File: config.mk
export PLATFORM = sky130hd
export DESIGN_NAME = hpc_cmd_engine
export DESIGN_NICKNAME = d
export VERILOG_FILES = /design/src/rtl/hpc_cmd_pkg.sv /design/src/rtl/hpc_cmd_decode.sv /design/src/rtl/hpc_cmd_seq.sv /design/src/rtl/hpc_field_bank.sv /design/src/rtl/hpc_cmd_engine.sv
export SDC_FILE = /design/constraint.sdc
export NUM_CORES = 1
export LEC_CHECK = 0
export ABC_AREA = 1
export BUFFER_PORTS_ARGS = -buffer_cell sky130_fd_sc_hd__buf_4
export CAP_MARGIN = 25
export CORE_ASPECT_RATIO = 1.75
export CORE_UTILIZATION = 45
export CTS_BUF_LIST = sky130_fd_sc_hd__clkbuf_16
export CTS_CLUSTER_SIZE = 12
export DETAILED_ROUTE_END_ITERATION = 8
export PLACE_DENSITY_LB_ADDON = 0.3
export SYNTH_ARGS = -nofsm -noshare
export SYNTH_HDL_FRONTEND = slang
export SYNTH_SLANG_ARGS = --single-unit
File: constraint.sdc
create_clock -name clk -period 1.4 [get_ports clk]
set_input_delay 0.28 -clock clk [delete_from_list [all_inputs] [get_ports clk]]
set_output_delay 0.28 -clock clk [all_outputs]
set_load 0.1 [all_outputs]
File: src/rtl/hpc_cmd_pkg.sv
package hpc_cmd_pkg;

    localparam logic [2:0] ERR_NONE = 3'b000;
    localparam logic [2:0] ERR_MRL  = 3'b001;
    localparam logic [2:0] ERR_BAD  = 3'b010;
    localparam logic [2:0] ERR_MODE = 3'b100;

    localparam logic [1:0] FLD_KEEP = 2'b00;
    localparam logic [1:0] ST_PWR   = 2'b01;
    localparam logic [1:0] ST_EN    = 2'b10;
    localparam logic [1:0] ST_DIS   = 2'b11;
    localparam logic [1:0] LED_OFF  = 2'b11;

    localparam logic [7:0] CODE_A_LO  = 8'h40;
    localparam logic [7:0] CODE_A_HI  = 8'h44;
    localparam logic [7:0] CODE_PWALL = 8'h48;
    localparam logic [7:0] CODE_ENALL = 8'h49;
    localparam logic [7:0] CODE_B_LO  = 8'h50;
    localparam logic [7:0] CODE_B_HI  = 8'h5D;

    typedef enum logic [1:0] {
        K_NOP   = 2'd0,
        K_SLOT  = 2'd1,
        K_ALL   = 2'd2,
        K_SPEED = 2'd3
    } kind_e;

    typedef struct packed {
        kind_e      kind;
        logic [2:0] err;
        logic [7:0] tgt;
        logic [1:0] st;
        logic [1:0] pl;
        logic [1:0] al;
        logic [3:0] spd;
    } dec_t;

endpackage

File: src/rtl/hpc_cmd_decode.sv
module hpc_cmd_decode
    import hpc_cmd_pkg::*;
#(
    parameter int NUM_SLOTS = 4
) (
    input  logic [15:0]          word,
    input  logic [NUM_SLOTS-1:0] mrl_open,
    input  logic                 iface2,
    output dec_t                 dec
);

    logic [7:0] code;
    logic [7:0] tgt;
    logic       tgt_ok;
    logic       sel_mrl;
    logic       wants_power;

    always_comb begin
        code        = word[7:0];
        tgt         = word[15:8];
        tgt_ok      = (tgt != 8'd0) && (int'(tgt) <= NUM_SLOTS);
        sel_mrl     = 1'b0;
        for (int i = 0; i < NUM_SLOTS; i++) begin
            if (tgt == 8'(i + 1)) sel_mrl = mrl_open[i];
        end
        wants_power = (code[1:0] == ST_PWR) || (code[1:0] == ST_EN);

        dec.kind = K_NOP;
        dec.err  = ERR_NONE;
        dec.tgt  = tgt;
        dec.st   = code[1:0];
        dec.pl   = code[3:2];
        dec.al   = code[5:4];
        dec.spd  = code[3:0];

        if (code[7:6] == 2'b00) begin
            if (!tgt_ok)                      dec.err  = ERR_BAD;
            else if (wants_power && sel_mrl)  dec.err  = ERR_MRL;
            else                              dec.kind = K_SLOT;
        end else if (code >= CODE_A_LO && code <= CODE_A_HI) begin
            dec.kind = K_SPEED;
        end else if (code == CODE_PWALL || code == CODE_ENALL) begin
            if (|mrl_open) begin
                dec.err = ERR_MRL;
            end else begin
                dec.kind = K_ALL;
                dec.st   = code[0] ? ST_EN : ST_PWR;
            end
        end else if (code >= CODE_B_LO && code <= CODE_B_HI) begin
            if (!iface2) dec.err  = ERR_MODE;
            else         dec.kind = K_SPEED;
        end else begin
            dec.err = ERR_BAD;
        end
    end

endmodule

File: src/rtl/hpc_cmd_seq.sv
module hpc_cmd_seq
    import hpc_cmd_pkg::*;
#(
    parameter int EXEC_CYCLES = 4
) (
    input  logic       clk,
    input  logic       rst_n,
    input  logic       wr,
    input  dec_t       dec_in,
    output logic       busy,
    output logic       done,
    output logic [2:0] err,
    output logic       fire,
    output dec_t       held
);

    localparam int CW = (EXEC_CYCLES < 2) ? 1 : $clog2(EXEC_CYCLES);
    localparam logic [CW-1:0] LAST = CW'(EXEC_CYCLES - 1);

    typedef struct packed {
        logic          busy;
        logic [CW-1:0] cnt;
        logic          done;
        logic [2:0]    err;
        dec_t          held;
    } seq_t;

    seq_t seq_d, seq_q;
    logic fire_c;

    always_comb begin
        seq_d      = seq_q;
        seq_d.done = 1'b0;
        fire_c     = seq_q.busy && (seq_q.cnt == LAST);
        if (fire_c) begin
            seq_d.busy = 1'b0;
            seq_d.done = 1'b1;
            seq_d.cnt  = '0;
            seq_d.err  = seq_q.held.err;
        end else if (seq_q.busy) begin
            seq_d.cnt  = seq_q.cnt + 1'b1;
        end else if (wr) begin
            seq_d.busy = 1'b1;
            seq_d.cnt  = '0;
            seq_d.err  = ERR_NONE;
            seq_d.held = dec_in;
        end
    end

    always_ff @(posedge clk) begin
        if (!rst_n) seq_q <= '0;
        else        seq_q <= seq_d;
    end

    assign busy = seq_q.busy;
    assign done = seq_q.done;
    assign err  = seq_q.err;
    assign fire = fire_c;
    assign held = seq_q.held;

endmodule

File: src/rtl/hpc_field_bank.sv
module hpc_field_bank
    import hpc_cmd_pkg::*;
#(
    parameter int NUM_SLOTS = 4
) (
    input  logic                   clk,
    input  logic                   rst_n,
    input  logic                   fire,
    input  dec_t                   cmd,
    output logic [2*NUM_SLOTS-1:0] slot_state,
    output logic [2*NUM_SLOTS-1:0] slot_pwr_led,
    output logic [2*NUM_SLOTS-1:0] slot_attn_led,
    output logic [3:0]             speed_mode
);

    typedef struct packed {
        logic [1:0] st;
        logic [1:0] pl;
        logic [1:0] al;
    } fld_t;

    localparam fld_t FLD_RESET = '{st: ST_DIS, pl: LED_OFF, al: LED_OFF};

    logic commit;
    assign commit = fire && (cmd.err == ERR_NONE);

    for (genvar g = 0; g < NUM_SLOTS; g++) begin : g_slot
        fld_t fld_d, fld_q;
        logic hit;

        always_comb begin
            fld_d = fld_q;
            hit   = (cmd.tgt == 8'(g + 1));
            if (commit && cmd.kind == K_SLOT && hit) begin
                if (cmd.st != FLD_KEEP) fld_d.st = cmd.st;
                if (cmd.pl != FLD_KEEP) fld_d.pl = cmd.pl;
                if (cmd.al != FLD_KEEP) fld_d.al = cmd.al;
            end else if (commit && cmd.kind == K_ALL) begin
                fld_d.st = cmd.st;
            end
        end

        always_ff @(posedge clk) begin
            if (!rst_n) fld_q <= FLD_RESET;
            else        fld_q <= fld_d;
        end

        assign slot_state[2*g +: 2]    = fld_q.st;
        assign slot_pwr_led[2*g +: 2]  = fld_q.pl;
        assign slot_attn_led[2*g +: 2] = fld_q.al;
    end

    logic [3:0] spd_d, spd_q;

    always_comb begin
        spd_d = spd_q;
        if (commit && cmd.kind == K_SPEED) spd_d = cmd.spd;
    end

    always_ff @(posedge clk) begin
        if (!rst_n) spd_q <= '0;
        else        spd_q <= spd_d;
    end

    assign speed_mode = spd_q;

endmodule

File: src/rtl/hpc_cmd_engine.sv
module hpc_cmd_engine
    import hpc_cmd_pkg::*;
#(
    parameter int NUM_SLOTS   = 4,
    parameter int EXEC_CYCLES = 4
) (
    input  logic                   clk,
    input  logic                   rst_n,
    input  logic                   iface2,
    input  logic [NUM_SLOTS-1:0]   mrl_open,
    input  logic                   cmd_wr,
    input  logic [15:0]            cmd_word,
    output logic [3:0]             status,
    output logic                   cmd_done,
    output logic [2*NUM_SLOTS-1:0] slot_state,
    output logic [2*NUM_SLOTS-1:0] slot_pwr_led,
    output logic [2*NUM_SLOTS-1:0] slot_attn_led,
    output logic [3:0]             speed_mode
);

    dec_t       dec_now;
    dec_t       dec_held;
    logic       busy;
    logic       fire;
    logic [2:0] err;

    hpc_cmd_decode #(.NUM_SLOTS(NUM_SLOTS)) u_decode (
        .word     (cmd_word),
        .mrl_open (mrl_open),
        .iface2   (iface2),
        .dec      (dec_now)
    );

    hpc_cmd_seq #(.EXEC_CYCLES(EXEC_CYCLES)) u_seq (
        .clk    (clk),
        .rst_n  (rst_n),
        .wr     (cmd_wr),
        .dec_in (dec_now),
        .busy   (busy),
        .done   (cmd_done),
        .err    (err),
        .fire   (fire),
        .held   (dec_held)
    );

    hpc_field_bank #(.NUM_SLOTS(NUM_SLOTS)) u_bank (
        .clk           (clk),
        .rst_n         (rst_n),
        .fire          (fire),
        .cmd           (dec_held),
        .slot_state    (slot_state),
        .slot_pwr_led  (slot_pwr_led),
        .slot_attn_led (slot_attn_led),
        .speed_mode    (speed_mode)
    );

    assign status = {err, busy};

endmodule

==> results_dict.tcl, run 1 <==
set metrics [dict create \
    core_um2 5299 \
    finalSetupViolCount 26 \
    syn_inst 350 \
    drive_gt1_share_pct 32.48 \
    numPortBuffers 56 \
    grt_max_degree 25 \
    hold_violations 0 \
    cp_data_arrival_time_ns 1.74 \
    fin_cells 505 \
    ys_types 27 \
    min_period_ns 1.557 \
    fillers 457 \
    clk_pin_slew_ns 0.07 \
    rsz0062_at_grt "yes" \
    grt_pass1_wl_mm 10.24 \
    initial_utilization_pct 47.44 \
    drt-vias-per-instance 5.176 \
    ys_seq_area_share_pct 44.60 \
    ir_worst_vdd_mv 0.7952 \
    worst_pin_slew_ns 0.4051 \
    p_leak_nw 1.640 \
    htree_num_levels 2 \
    setup_ws_ns -0.1567 \
    clk_latency_ns 0.29 \
    critPathKind "register to register" \
    die_y_um 100.9 \
    gr-total-overflow 0 \
    drtIter0Drc 122 \
    cts.path.max_buffers 2 \
    status "complete, but fails checks" \
    drv_slew 0 \
    min_period_over_period_pct 111.2 \
    cts.sinks 56 \
    synth.top_cell.area_share_pct 44.60 \
    vias 2614 \
    root_buffer "clkbuf_16" \
    hp-class "primary input to register" \
    cp_max_fo 8 \
    track_usage_pct 22.46 \
    antenna_found_initial 0 \
    grt_pass1_vias 2428 \
    yosys_warnings 0 \
    yosysTopAreaCell "dfxtp_1" \
    fmax_ghz 0.6424 \
    cts_tree "built" \
    cp.required_ns 1.58 \
    hpwl_mm 4.599 \
    wire_per_inst_um 12.74 \
    cts_buffers 5 \
    layout_commonest_cell "buf_4" \
    cap_violations 0 \
    most-common-layout-cells "buf_4 (83), nand2_1 (56), dfxtp_1 (54)" \
    syn_nets 378 \
    insertedDiodeCount 0 \
    die_w_um 58.50 \
    dr.pass1.iters 5 \
    powerDensity_nw_per_um2 982.2 \
    crit_path_start_kind "register" \
    fp-row-count 35 \
    dieArea_um2 5900 \
    syn_area_um2 2514 \
    end_kind "register" \
    area_growth_pct 41.51 \
    drc 0 \
    wl_mm 6.434 \
    place_ws_ns -0.1613 \
    dp_cells 492 \
    nets 458 \
    relSlewSlack_pct 72.89 \
    synthTopCellsByArea "dfxtp_1 (45%), nand3_1 (11%), nand2_1 (9.3%)" \
    gp_congestion 0.8879 \
    ios 57 \
    synth-seq-cells 56 \
    violations "setup timing" \
    skew_ns 0.004285 \
    antenna_left 0 \
    syn_area_per_cell_um2 7.182 \
]
-- path summary, 6_finish.rpt --
path / cells past startpoint / slack [ns] / to / start
setup reg to reg: 9 / -0.16 / u_bank.slot_attn_led[4] / u_seq.seq_q[27]
hold reg to reg: 2 / 0.46 / u_bank.speed_mode[2] / u_bank.speed_mode[2]
setup / recovery: 9 / -0.16 / u_bank.slot_attn_led[4] / u_seq.seq_q[27]
hold / removal: 3 / 0.23 / u_seq.held[15] / cmd_word[13]
-- final cells by class --
type / count / area (um^2) / share of cell area, %
Timing Repair Buffer: 88 / 679.4 / 19.10
Clock buffer: 5 / 125.1 / 3.517
Tap cell: 74 / 92.59 / 2.603
Sequential cell: 56 / 1124 / 31.59
Clock inverter: 3 / 38.79 / 1.090
Multi-Input combinational cell: 247 / 1375 / 38.66
Inverter: 32 / 122.6 / 3.447
-- sequential cells by signal, indices dropped and copies added (netlist names) --
name,flops
u_seq.held,21
u_bank.slot_pwr_led,8
u_bank.speed_mode,4
u_seq.err,3
u_seq.busy,1
u_seq.seq_q,2
u_bank.slot_attn_led,8
u_seq.done,1
u_bank.slot_state,8
-- per-stage QoR --
step                      TNS (ns)  cell area (um^2)  util, %  power, mW  hold slack, ns
after global routing        -5.913              3557    67.13      3.633          0.2356
after floorplan            -0.1890              2529        -      1.924          0.4067
after global placement      -1.729              3164    59.72      2.091          0.4339
after detailed placement    -2.777              3164    59.72      2.100          0.4407
final                       -2.610              3557    67.13      3.494          0.2264
after CTS                   -3.736              3423    64.60      3.475          0.2323
-- logic make-up (layout without fill, tap and decap cells) --
logic type	Yosys count	after routing	synth area share, %
compound gates	52	52	10.80
xor+xnor	1	1	0.3485
fa+ha+maj	4	4	1.991
buf+inv	47	128	7.914
flops	56	56	44.60
simple gates	190	190	34.35
-- critical path, stage by stage (launching register included) --
cell     delay, ns
dfxtp_2       0.36
ha_4          0.15
nand2_4       0.06
nor2_4        0.07
nand3_2       0.09
nor3_4        0.24
buf_6         0.21
nand3_2       0.09
nand2_1       0.10
nand3_2       0.07
-- layer usage --
metal  vias to the layer above  routed length (um)  part of all wire, %  GRT usage, %
met5                         -                   0                    0             0
met4                         0                 311                  4.8         13.00
met3                        26                 299                  4.6         4.621
met2                        87                3404                   53         40.23
met1                      1195                2418                   38         23.53
li1                       1306                   -                    -             -
-- power breakdown --
part	switching, mW	internal [mW]	leakage [nW]
Sequential	0.0354	1.64	0.458
Combinational	0.260	0.168	1.10
Clock	0.553	0.835	0.0850
Total	0.848	2.65	1.64
-- cells in the mapped netlist --
cell / number
a31oi_1: 1
nand3_2: 5
nor3_4: 1
o21bai_1: 1
nand3_1: 57
or2_2: 1
xnor2_1: 1
dfxtp_1: 56
clkbuf_1: 10
clkinv_1: 1
a211oi_1: 1
nor3_1: 3
nor2_1: 51
nor2_2: 1
ha_1: 4
nand4_1: 3
nand3b_1: 3
o21ai_0: 27
inv_1: 30
a21oi_1: 21
and2_1: 2
inv_2: 1
buf_4: 4
nand2_1: 62
nand2_2: 1
buf_6: 1
a32o_1: 1
-- repair_timing --
action	in CTS	in global routing
hold endpoints to repair	0	0
hold buffers	0	0
gates resized for setup	23	31
buffers inserted	2	3
endpoints found under the setup margin	28	29
pin swaps	7	6
Power figures use the tool's default switching activity.
==> run 2, diff against run 1 <==
==> constraint.sdc (replaced) <==
create_clock -name clk -period 1.3 [get_ports clk]
set_input_delay 0.26 -clock clk [delete_from_list [all_inputs] [get_ports clk]]
set_output_delay 0.26 -clock clk [all_outputs]
set_load 0.1 [all_outputs]
==> run 2 against run 1 <==
  * The run still ends with setup timing left
  * Critical path depth rose by 1
  * Routed wire length rose by 1.6%
  * Die area did not move
  * Setup slack got worse by 0.13 ns
  * Cell count rose by 1.8%
  * First-iteration DRC count fell by 26%
  * Register-to-register slack got worse by 0.13 ns
  * Maximum frequency fell by 2.1%
  * Largest cell class unchanged
==> results_dict.tcl, run 2 (same netlist as run 1, synthesis figures left out) <==
set metrics [dict create \
    status "complete, but fails checks" \
    violations "setup timing" \
    ios 57 \
    gp_congestion 0.9142 \
    largest_register_ffs 21 \
    r2r_start "u_seq.seq_q[27]" \
    powerDensity_nw_per_um2 1027 \
    drtIter0Drc 90 \
    cp_max_fo 4 \
    clk_pin_slew_ns 0.07 \
    drt-vias-per-instance 5.053 \
    die_w_um 58.50 \
    grt_pass1_wl_mm 10.29 \
    track_usage_pct 22.39 \
    power_frac_seq_pct 49.7 \
    antenna_found_initial 0 \
    skew_ns 0.005155 \
    wire_per_inst_um 12.71 \
    insertedDiodeCount 0 \
    hpwl_mm 4.524 \
    grt_max_degree 36 \
    fin_cells 514 \
    drive_gt1_share_pct 30.00 \
    dieArea_um2 5900 \
    fp-row-count 35 \
    p_sw_mw 0.9281 \
    antenna_left 0 \
    cp_data_arrival_time_ns 1.76 \
    drc 0 \
    swShare_pct 25.65 \
    grt_pass1_vias 2514 \
    cts.sinks 56 \
    vias 2597 \
    setup_ws_ns -0.2910 \
    gr-total-overflow 0 \
    p_leak_nw 1.643 \
    clk_latency_ns 0.29 \
    cts_tree "built" \
    cts_buffers 5 \
    hp-class "primary input to register" \
    startpoint "u_seq.seq_q[27]" \
    layout_commonest_cell "buf_4" \
    drv_slew 0 \
    area_growth_pct 40.12 \
    root_buffer "clkbuf_16" \
    nets 467 \
    die_y_um 100.9 \
    fin_hold_ws_ns 0.2022 \
    cp.required_ns 1.47 \
    regArea_um2 1124 \
    most-common-layout-cells "buf_4 (91), nand2_1 (59), dfxtp_1 (54)" \
    dp_cells 496 \
    place_ws_ns -0.3521 \
    dr.pass1.iters 5 \
    hold_buffers 0 \
    min_from "cmd_word[14]" \
    wl_mm 6.534 \
    end_kind "register" \
    relSlewSlack_pct 77.68 \
    min_period_ns 1.591 \
    p_clk_share_pct 36.5 \
    cap_violations 0 \
    finalSetupViolCount 28 \
    crit_path_start_kind "register" \
    cts.path.max_buffers 2 \
    htree_num_levels 2 \
    min_period_over_period_pct 122.4 \
    fmax_ghz 0.6286 \
    rsz0062_at_grt "yes" \
    worst_pin_slew_ns 0.3336 \
    p_int_mw 2.691 \
    fillers 464 \
    p_comb_share_pct 13.8 \
    core_um2 5299 \
    ir_worst_vdd_mv 0.6952 \
    multi_input_area_um2 1281 \
    total_power_mw 3.619 \
    critPathKind "register to register" \
    hold_violations 0 \
    numPortBuffers 56 \
    initial_utilization_pct 47.44 \
]
run 2: cell types whose count changed in the layout (fill, tap and decap cells not counted), moves of 3 or more:
cell     change
nand3_2      -9
nand3_1     +10
buf_4        +8
a21oi_1      +3
o21ai_1      -5
o21ai_0      +3
nand2_1      +3
run 2: power by group through the flow:
| stage | clock network, mW | logic [mW] | registers (mW) |
|---|---|---|---|
| floorplan | 0 | 0.228 | 1.84 |
| global placement | 0 | 0.439 | 1.83 |
| detailed placement | 0 | 0.443 | 1.84 |
| CTS | 1.34 | 0.451 | 1.80 |
| global route | 1.40 | 0.547 | 1.80 |
| finish | 1.32 | 0.498 | 1.80 |
run 2: cell type report:
cell class / count / area share [%]
multi-input combinational: 247 / 36.38
sequential: 56 / 31.90
timing repair buffer: 97 / 21.49
clock buffer: 5 / 3.552
inverter: 32 / 3.481
tap: 74 / 2.629
clock inverter: 3 / 0.5684
run 2: final timing paths:
path | slack, ns | end | depth (start not counted)
hold / removal | 0.20 | u_seq.held[16] | 3
setup / recovery | -0.29 | u_bank.slot_state[2] | 10
setup reg to reg | -0.29 | u_bank.slot_state[2] | 10
hold reg to reg | 0.45 | u_bank.speed_mode[1] | 2
run 2: critical path, cell delays in order, from the launching register on:
cell     delay, ns
dfxtp_2       0.35
ha_4          0.13
nand2_2       0.05
nor2_2        0.09
nand3_2       0.11
nor3_4        0.23
buf_4         0.17
buf_4         0.11
nand3_4       0.07
nand3_1       0.09
nand3_1       0.07
run 2: per-stage QoR:
stage               TNS, ns  utilization [%]  instance area (um^2)
CTS                  -5.973            63.94                  3388
global route         -8.432            66.47                  3522
global placement     -6.066            60.38                  3199
finish               -5.545            66.47                  3522
floorplan            -2.327                -                  2542
detailed placement   -7.459            60.38                  3199
run 2: what timing repair did:
item | in CTS | in global routing
setup endpoints to repair | 31 | 35
setup buffers | 2 | 7
pin swaps | 1 | 6
resized for setup | 8 | 20
gates cloned | 0 | 1
run 2: layer usage:
layer  vias to the layer above  track usage, %  wire, um
li1                       1325               -         -
met1                      1178           23.63      2482
met2                        78           42.26      3628
met3                        16           3.594       258
met4                         0           9.524       165
met5                         -               0         0
